--- src/rtl/seg_timestamp_ctr_presc.sv ---
module seg_timestamp_ctr_presc #(
  parameter int PRESCALE = 6,
  localparam int PW = (PRESCALE > 1) ? $clog2(PRESCALE) : 1
) (
  input  logic          clk_i,
  input  logic          rst_ni,
  input  logic          en_i,
  output logic          tick_o,
  output logic [PW-1:0] presc_o
);
  localparam logic [PW-1:0] TERM = PW'(PRESCALE - 1);

  logic [PW-1:0] presc_q;

  assign tick_o  = en_i && (presc_q == TERM);
  assign presc_o = presc_q;

  always_ff @(posedge clk_i or negedge rst_ni) begin
    if (!rst_ni) begin
      presc_q <= '0;
    end else if (en_i) begin
      if (presc_q == TERM) presc_q <= '0;
      else                 presc_q <= presc_q + PW'(1);
    end
  end
endmodule

--- src/rtl/seg_timestamp_ctr_seg.sv ---
module seg_timestamp_ctr_seg #(
  parameter int SEG_W = 14
) (
  input  logic             clk_i,
  input  logic             rst_ni,
  input  logic             inc_i,
  output logic [SEG_W-1:0] seg_o,
  output logic             carry_o
);
  logic [SEG_W-1:0] seg_q;
  logic             carry_q;

  assign seg_o   = seg_q;
  assign carry_o = carry_q;

  always_ff @(posedge clk_i or negedge rst_ni) begin
    if (!rst_ni) begin
      seg_q   <= '0;
      carry_q <= 1'b0;
    end else begin
      // carry fires one cycle after this segment rolls over
      carry_q <= inc_i && (&seg_q);
      if (inc_i) seg_q <= seg_q + SEG_W'(1);
    end
  end
endmodule

--- src/rtl/seg_timestamp_ctr_align.sv ---
module seg_timestamp_ctr_align #(
  parameter int W     = 14,
  parameter int DEPTH = 1
) (
  input  logic         clk_i,
  input  logic         rst_ni,
  input  logic [W-1:0] d_i,
  output logic [W-1:0] q_o
);
  logic [DEPTH-1:0][W-1:0] pipe_q;

  assign q_o = pipe_q[DEPTH-1];

  always_ff @(posedge clk_i or negedge rst_ni) begin
    if (!rst_ni) begin
      pipe_q <= '0;
    end else begin
      pipe_q[0] <= d_i;
      for (int i = 1; i < DEPTH; i++) pipe_q[i] <= pipe_q[i-1];
    end
  end
endmodule

--- src/rtl/seg_timestamp_ctr.sv ---
module seg_timestamp_ctr #(
  parameter int CNT_W    = 42,
  parameter int SEG_W    = 14,
  parameter int PRESCALE = 6,
  localparam int NUM_SEG = CNT_W / SEG_W,
  localparam int PW      = (PRESCALE > 1) ? $clog2(PRESCALE) : 1
) (
  input  logic             clk_i,
  input  logic             rst_ni,
  input  logic             en_i,
  output logic [CNT_W-1:0] count_o,
  output logic             valid_o
);
  logic                     tick;
  logic [PW-1:0]            presc_val;
  logic [NUM_SEG-1:0]       inc;
  logic [NUM_SEG-1:0]       carry;
  logic [CNT_W-1:0]         seg_flat;
  logic [NUM_SEG-1:0]       fill_q;

  seg_timestamp_ctr_presc #(.PRESCALE(PRESCALE)) presc_i (
    .clk_i  (clk_i),
    .rst_ni (rst_ni),
    .en_i   (en_i),
    .tick_o (tick),
    .presc_o(presc_val)
  );

  for (genvar k = 0; k < NUM_SEG; k++) begin : g_seg
    if (k == 0) begin : g_lo
      assign inc[k] = tick;
    end else begin : g_hi
      assign inc[k] = carry[k-1];
    end

    seg_timestamp_ctr_seg #(.SEG_W(SEG_W)) seg_i (
      .clk_i  (clk_i),
      .rst_ni (rst_ni),
      .inc_i  (inc[k]),
      .seg_o  (seg_flat[k*SEG_W +: SEG_W]),
      .carry_o(carry[k])
    );

    // lower segments lead by one cycle per level; hold them back, plus one output stage
    seg_timestamp_ctr_align #(.W(SEG_W), .DEPTH(NUM_SEG - k)) align_i (
      .clk_i (clk_i),
      .rst_ni(rst_ni),
      .d_i   (seg_flat[k*SEG_W +: SEG_W]),
      .q_o   (count_o[k*SEG_W +: SEG_W])
    );
  end

  always_ff @(posedge clk_i or negedge rst_ni) begin
    if (!rst_ni) fill_q <= '0;
    else         fill_q <= {fill_q[NUM_SEG-2:0], 1'b1};
  end

  assign valid_o = fill_q[NUM_SEG-1];
endmodule

--- config.mk ---
export PLATFORM = sky130hd
export DESIGN_NAME = seg_timestamp_ctr
export DESIGN_NICKNAME = d
export VERILOG_FILES = /design/src/rtl/seg_timestamp_ctr_presc.sv /design/src/rtl/seg_timestamp_ctr_seg.sv /design/src/rtl/seg_timestamp_ctr_align.sv /design/src/rtl/seg_timestamp_ctr.sv
export SDC_FILE = /design/constraint.sdc
export NUM_CORES = 1
export LEC_CHECK = 0
export ABC_AREA = 0
export BUFFER_PORTS_ARGS = -buffer_cell sky130_fd_sc_hd__buf_2
export CAP_MARGIN = 20
export CORE_UTILIZATION = 35
export DETAILED_ROUTE_END_ITERATION = 6
export GPL_ROUTABILITY_DRIVEN = 0
export SYNTH_ARGS = -nofsm -noshare
export SYNTH_HDL_FRONTEND = slang
export SYNTH_SLANG_ARGS = --single-unit
--- constraint.sdc ---
create_clock -name clk_i -period 1.9 [get_ports clk_i]
set_input_delay 0.095 -clock clk_i [delete_from_list [all_inputs] [get_ports clk_i]]
set_output_delay 0.095 -clock clk_i [all_outputs]
set_load 0.02 [all_outputs]
# Word level (Yosys, flattened, before mapping)
# Index checks and enable logic that the tools add are counted.
word_totals:
  wordCells: 24
  output_inout_bits: 43
  input_bits: 3
  reg_bits: 134
classes:
  n_eq_ne: 1
  reduce_logical: 5
  muxes: 1
  n_addsub: 4
ops:
  columns: ["cell", "n"]
  rows:
  - ["14-bit by 1-bit adder with 14-bit output, second input constant", 3]
  - ["14-bit AND reduction", 2]
  - ["3-bit by 1-bit adder with 3-bit output, second input constant", 1]
  - ["3-bit == test, second input constant", 1]
  - ["1-bit logical AND", 3]
  - ["3-bit 2-to-1 mux", 1]

# Logic depth before layout (Yosys ltp)
# Gate-level depths: netlist of the first run.
depth:
  word_depth: 3
  mapped_depth: 5
  ltp_nobuf: 4

# Cells and area by module
# From an unflattened synthesis of the first run, not the netlist that was laid out.
hier_totals:
  cells_unflattened: 282
  area_unflattened_um2: 4484.3
modules_own_cells:
  columns: ["module", "cells_each", "area_per_inst_um2", "n_inst", "seq_area_each_um2"]
  rows:
  - ["seg_timestamp_ctr_seg", 52, 651.9, 3, 375.4]
  - ["seg_timestamp_ctr_align (g_seg[0].align_i)", 56, 1156.1, 1, 1051.0]
  - ["seg_timestamp_ctr_align (g_seg[1].align_i)", 42, 805.8, 1, 700.7]
  - ["seg_timestamp_ctr_align (g_seg[2].align_i)", 14, 350.3, 1, 350.3]
  - ["seg_timestamp_ctr_presc", 10, 137.6, 1, 75.1]
  - ["seg_timestamp_ctr", 4, 78.8, 1, 75.1]

# Worst setup path before layout of the first run
# Ideal clock, no wire load.
synth_path:
  kind: "register to register"
  from: "register presc_i.presc_q[1], in the netlist presc_i.presc_o[1]"
  to: "register g_seg[0].seg_i.seg_q[6]"
  stages_incl_launch_ff: 6
  synth_period_minus_slack_ps: 1377
  path_slack_ps: 523
  required_ps: 1777
  path_buffers: 1
  arrival_ps: 1254
  setup_ps: 123
  cell_sequence: "dfrtp_1 and4b_4 and3_1 buf_6 nand4_4 xnor2_2"
synth_via:
  elab_chain_cells: 2
synth_rtl:
  columns: ["element", "line_no", "text"]
  rows:
  - ["from (decl)", "seg_timestamp_ctr_presc.sv:13", "logic [PW-1:0] presc_q;"]
  - ["from (signal assigned)", "seg_timestamp_ctr_presc.sv:23", "else presc_q <= presc_q + PW'(1);"]
  - ["3-bit == test", "seg_timestamp_ctr_presc.sv:15", "assign tick_o = en_i && (presc_q == TERM);"]
  - ["1-bit logical AND", "seg_timestamp_ctr_presc.sv:15", null]
  - ["to (signal assigned)", "seg_timestamp_ctr_seg.sv:23", "if (inc_i) seg_q <= seg_q + SEG_W'(1);"]
  - ["to (decl)", "seg_timestamp_ctr_seg.sv:10", "logic [SEG_W-1:0] seg_q;"]
# Every way passes these cells.
# A chain may end at the register's enable or synchronous reset.

# Final worst setup path of the first run
layout_path:
  from: "register presc_i.presc_q[1], in the netlist presc_i.presc_o[1]"
  to: "register g_seg[0].seg_i.seg_q[10]"
# The elaborated chain is that of the path after synthesis.

==> out/metrics.yaml, run 1 <==
status: "finished clean"
die_h_um: 115
vias: 2058
clk-insertion-delay-late_ns: 0.41
ctsLongestPathBuffers: 2
reg2regPathDepth: 4
grt_pass1_vias: 2077
synthesis.area_um2: 4450
skew_ns: 0.00522
via_per_inst: 4.08
ys_seq_elements: 134
fp.coreArea_um2: 12200
ys_seq_area_frac: 0.754
grt_usage: 0.106
initial_core_util: 0.364
area.growth.synth_to_final_pct: 19.6
diodes: 0
hold_class: "primary input to asynchronous set/reset pin"
port_buffers: 45
drt-initial-drc-count: 93
tightest_slew_ns: 0.638
root_buffer: "clkbuf_16"
startpoint_type: "register"
powerDensity_nw_per_um2: 1220
required_ns: 2.19
hold_viol_final: 0
synth_cells: 284
maxCapViolations: 0
final_nets: 329
wirelength_um: 5940
slew_viol_final: 0
firstDrtPassIters: 4
ir_worst_vdd_uv: 675
grt_overflow_total: 0
setup_violations: 0
dp_slack_ns: 0.373
worst_setup_path_end_kind: "register"
drc_errors: 0
grt_max_degree: 70
ys_types: 28
crit_arrival_ns: 1.80
ctsResizeCount: 0
antenna_found_initial: 0
numCtsBuffers: 17
cts.clk_slew.worst_paths_ns: 0.06
drive_gt1_frac: 0.283
die_x_um: 115
ant_nets: 0
setup_slack_ns: 0.384
fmax_mhz: 660
cts_tree: "built"
wl_per_cell_um: 11.8
yosysWarningCount: 0
crit_fanout: 6
rows: 40
synth.avg_cell_area_um2: 15.7
relSlewSlack: 0.574
dieArea_um2: 13200
power.leakage_nw: 2.76
period_needed_ns: 1.52
period_share: 0.798
ios: 46
p_total_mw: 6.51
fin_tns_setup_ns: 0
clock-sinks: 134
grt_pass1_wl_um: 10100
synth_nets: 290
hpwl_um: 3590
htree_num_levels: 4
path_class: "register to register"
grt_setup_unrepaired: "no"
layer usage:
layer	wire, um	track usage	vias to the layer above	part of all wire
met5	0	0	-	0
met4	136	0.0623	0	0.023
met3	270	0.0476	13	0.045
met2	2790	0.152	39	0.47
met1	2740	0.133	1025	0.46
li1	-	-	981	-
Yosys cell counts (all sizes together):
| cell | instances | area (um^2) |
|---|---|---|
| and3 | 6 | 45.0 |
| nand3 | 14 | 87.6 |
| nand4 | 10 | 90.1 |
| o21ai | 1 | 5.00 |
| xor2 | 12 | 105 |
| xnor2 | 28 | 253 |
| conb | 1 | 3.75 |
| and4 | 3 | 33.8 |
| mux2 | 3 | 33.8 |
| nor2 | 10 | 37.5 |
| dfrtp | 134 | 3350 |
| buf | 29 | 221 |
| or2 | 1 | 6.26 |
| nor3 | 4 | 25.0 |
| nand4b | 1 | 8.76 |
| ha | 3 | 37.5 |
| and4b | 1 | 13.8 |
| inv | 2 | 7.51 |
| nand2 | 21 | 78.8 |
stage by stage:
stage / area, um^2 / hold WS, ns / cells / util
floorplan: 4450 / -0.201 / 284 / -
global placement: 4710 / 0.156 / 470 / 0.385
detailed placement: 4710 / 0.156 / 470 / 0.385
CTS: 5320 / 0.285 / 504 / 0.436
global route: 5320 / 0.313 / 504 / 0.436
finish: 5320 / 0.264 / 504 / 0.436
registers in the layout (all words and copies together), names as in the netlist:
signal                count
g_seg.seg_i.seg_o        42
g_seg.align_i.pipe_q     42
presc_i.presc_o           3
g_seg.align_i.q_o        42
g_seg.seg_i.carry_o       2
fill_q                    3
cells by family (layout without fill, tap and decap cells):
logic type      after synthesis  after routing  share of synthesized area
compound gates                1              1                    0.00112
xor+xnor                     40             40                     0.0805
fa+ha+maj                     3              3                    0.00844
buf+inv                      31             83                     0.0515
flops                       134            134                      0.754
mux                           3              3                    0.00760
other cells                   1              1                   0.000843
simple gates                 71             71                     0.0959
power by group:
group	internal [mW]	total (mW)	switching, mW
clock network	2.04	3.21	1.17
logic	0.0931	0.233	0.140
registers	2.99	3.08	0.0826
final cells by class:
class | instances | area, um^2
flip-flops and latches | 134 | 3350
inverters | 2 | 7.51
clock inverters | 11 | 123
multi-input cells | 119 | 865
repair buffers | 49 | 292
well taps | 168 | 210
fillers | 1106 | 6890
clock buffers | 21 | 470
what timing repair did:
action                                 in CTS  in global routing
buffers inserted                            0                  0
endpoints found under the hold margin      69                  0
hold buffers                                2                  0
worst paths after layout:
kind,start,end,slack [ns]
max reg2reg,presc_i.presc_o[1]$_DFFE_PN0P_,g_seg[0].seg_i.seg_o[10]$_DFFE_PN0P_,0.38
min,rst_ni,g_seg[1].align_i.q_o[4]$_DFF_PN0_,0.26
min in group clk_i,g_seg[0].align_i.pipe_q[8]$_DFF_PN0_,g_seg[0].align_i.pipe_q[22]$_DFF_PN0_,0.34
max in group asynchronous,rst_ni,g_seg[2].seg_i.seg_o[12]$_DFFE_PN0P_,1.04
max,presc_i.presc_o[1]$_DFFE_PN0P_,g_seg[0].seg_i.seg_o[10]$_DFFE_PN0P_,0.38
min reg2reg,g_seg[0].align_i.pipe_q[8]$_DFF_PN0_,g_seg[0].align_i.pipe_q[22]$_DFF_PN0_,0.34
layout by cell type, fill, tap and decap left out, types with 3 or more instances in the layout:
| cell | instances |
|---|---|
| and3_1 | 3 |
| clkbuf_8 | 3 |
| and4_4 | 3 |
| xor2_1 | 12 |
| xnor2_1 | 27 |
| buf_2 | 44 |
| nor2_1 | 10 |
| nand3_1 | 12 |
| mux2_2 | 3 |
| nand2_1 | 21 |
| clkbuf_16 | 17 |
| clkinv_2 | 3 |
| clkinvlp_4 | 4 |
| ha_1 | 3 |
| nor3_1 | 3 |
| nand4_1 | 7 |
| dfrtp_1 | 134 |
critical path, cell delays in order (launching register included):
cell and delay, ns:
dfrtp_1 0.40, and4b_4 0.37, and3_1 0.33, nand3_1 0.14, xnor2_1 0.15
No activity file was read; power rests on OpenSTA's default activity.
==> run 2: changes to the inputs <==
Settings changed: ABC_AREA 0 to 1.
Clock period 1.9 ns to 1.4 ns, I/O delays scaled along.
==> out/metrics.yaml, run 2 <==
status: "finished clean"
vias: 2471
root_buffer: "clkbuf_16"
skew_ns: 0.00724
tightest_slew_ns: 0.525
wirelength_um: 6590
ff2ff_setup_slack_ns: 0.08
fillers: 1137
period_needed_ns: 1.32
grt_overflow_total: 0
p_total_mw: 9.11
synth.top_cell.area_share: 0.722
rows: 41
final_nets: 428
grt_usage: 0.111
netlist_top_cells_area: "dfrtp_1 (72%), nand2_1 (5.7%), buf_4 (4.5%)"
dieArea_um2: 13700
crit_arrival_ns: 1.62
numCtsBuffers: 17
htree_num_levels: 4
yosysTopAreaCell: "dfrtp_1"
drc_errors: 0
grtUsageMet2: 0.168
hpwl_um: 4240
place_area_um2: 4920
powerDensity_nw_per_um2: 1620
ant_nets: 0
synth_common_cells: "dfrtp_1 (134), nand2_1 (71), inv_1 (43)"
synth_cells: 373
synthFlopType: "dfrtp_1"
final_cell_mix: "dfrtp_1 (132), nand2_1 (71), buf_2 (44), inv_1 (43), nor2_1 (19)"
fmax_mhz: 759
startpoint_type: "register"
path_class: "register to register"
ys_seq_area_frac: 0.722
ir_worst_vdd_uv: 940
power.leakage_nw: 2.95
diodes: 0
drive_gt1_frac: 0.235
via_per_inst: 4.08
clk-insertion-delay-late_ns: 0.41
die_x_um: 117
final_common_cell: "dfrtp_1"
grt_pass1_vias: 2435
period_share: 0.941
synth.avg_cell_area_um2: 12.5
crit_fanout: 7
synth_nets: 379
synthesis.area_um2: 4650
ys_seq_elements: 134
grtUsageMet1: 0.131
cp_cell_sequence: "inv_1 -> nand4_1 -> nor2_4 -> nand4_1 -> nand2_1 -> inv_1"
cts_tree: "built"
area.growth.synth_to_final_pct: 20.8
initial_core_util: 0.364
yosysWarningCount: 0
hold_class: "primary input to asynchronous set/reset pin"
synth_edf_count: 0
die_h_um: 117
utilization: 0.439
grt_pass1_wl_um: 11200
stdcell_area_um2: 5610
fp.coreArea_um2: 12800
async_flop_share: 1.00
synth_most_common_cell: "dfrtp_1"
wl_per_cell_um: 10.9
ios: 46
top_usage_layer: "met2"
firstDrtPassIters: 4
path_buf_inv: 2
relSlewSlack: 0.650
hold_viol_final: 0
worst_setup_path_end_kind: "register"
port_buffers: 45
worst_path_max_delay_cell: "dfrtp_1"
ys_types: 23
grt_use_met3: 0.0469
drt-initial-drc-count: 158
clock-sinks: 134
maxCapViolations: 0
slew_viol_final: 0
crit_family: "simple AND/OR/NAND/NOR gates"
cp_slowest_stage_delay_ns: 0.37
ctsLongestPathBuffers: 2
required_ns: 1.70
grt_max_degree: 92
setup_violations: 0
cts.clk_slew.worst_paths_ns: 0.05
grt_setup_unrepaired: "yes"
antenna_found_initial: 0
-- run 2: changes by cell type in the layout (fill, tap and decap cells not counted), sizes merged, moves of 2 or more --
cell,previous run,this run
inv,4,43
clkbuf,21,23
xor2,12,18
nand2,21,72
nor2,10,26
mux2,3,1
buf,47,56
xnor2,28,10
nand3,14,16
and4,3,0
and3,6,0
-- run 2: repair_timing --
item / CTS / global route
setup buffers: 0 / 6
pin swaps: 1 / 4
hold buffers: 3 / 0
resized for setup: 0 / 8
setup endpoints to repair: 1 / 13
endpoints found under the hold margin: 135 / 0
-- run 2: cell families (layout without fill, tap and decap cells) --
kind of cell / count (synthesis) / after routing / share of synthesized area
DFF: 134 / 134 / 0.722
and+or+nand+nor: 130 / 130 / 0.128
buffers and inverters: 72 / 133 / 0.0811
xor gates and xnor gates: 28 / 28 / 0.0528
AOI/OAI and AO/OA: 4 / 4 / 0.00485
adders and majority gates: 3 / 3 / 0.00808
other: 1 / 1 / 0.000807
muxes: 1 / 1 / 0.00242
-- run 2: metal layers --
| metal | vias up | routed length (um) |
|---|---|---|
| met5 | - | 0 |
| met4 | 0 | 122 |
| met3 | 11 | 264 |
| met2 | 40 | 3180 |
| met1 | 1207 | 3020 |
| li1 | 1213 | - |
-- run 2: path summary, 6_finish.rpt --
path | endpoint | from | depth (start not counted)
setup / recovery | g_seg[0].seg_i.seg_o[12]$_DFFE_PN0P_ | presc_i.presc_o[1]$_DFFE_PN0P_ | 6
hold / removal | g_seg[0].align_i.pipe_q[13]$_DFF_PN0_ | rst_ni | 3
hold reg to reg | g_seg[1].align_i.q_o[9]$_DFF_PN0_ | g_seg[1].align_i.pipe_q[9]$_DFF_PN0_ | 0
max in group asynchronous | g_seg[1].seg_i.carry_o$_DFF_PN0_ | rst_ni | 3
setup reg to reg | g_seg[0].seg_i.seg_o[12]$_DFFE_PN0P_ | presc_i.presc_o[1]$_DFFE_PN0P_ | 6
min in group clk_i | g_seg[1].align_i.q_o[9]$_DFF_PN0_ | g_seg[1].align_i.pipe_q[9]$_DFF_PN0_ | 0
-- run 2: final cells by class --
cell class              instances  area [um^2]  share of cell area
repair buffers                 59          353              0.0629
multi-input cells             167          942               0.168
inverters                      43          161              0.0288
well taps                     172          215              0.0383
flip-flops and latches        134         3360               0.598
clock buffers                  23          488              0.0869
clock inverters                 8         97.6              0.0174
-- run 2: report_power, final --
part / switching, mW / internal [mW]
sequential: 0.162 / 4.15
combinational: 0.307 / 0.218
clock: 1.49 / 2.79
total: 1.96 / 7.15
-- run 2: tightest hold or removal path: cells and delay by family --
kind / cells / cell delay [ns]
buf+inv: 3 / 1.00
-- run 2: metrics by stage --
stage          setup TNS (ns)  std cells  worst slack (ns)  hold WS [ns]
6_report                    0        606            0.0825         0.247
5_1_grt                -0.119        606           -0.0420         0.278
4_1_cts                     0        600            0.0225         0.262
3_5_place_dp          -0.0280        566           -0.0280        -0.132
3_3_place_gp                0        566            0.0627        -0.133
2_1_floorplan               0        373             0.185        -0.226
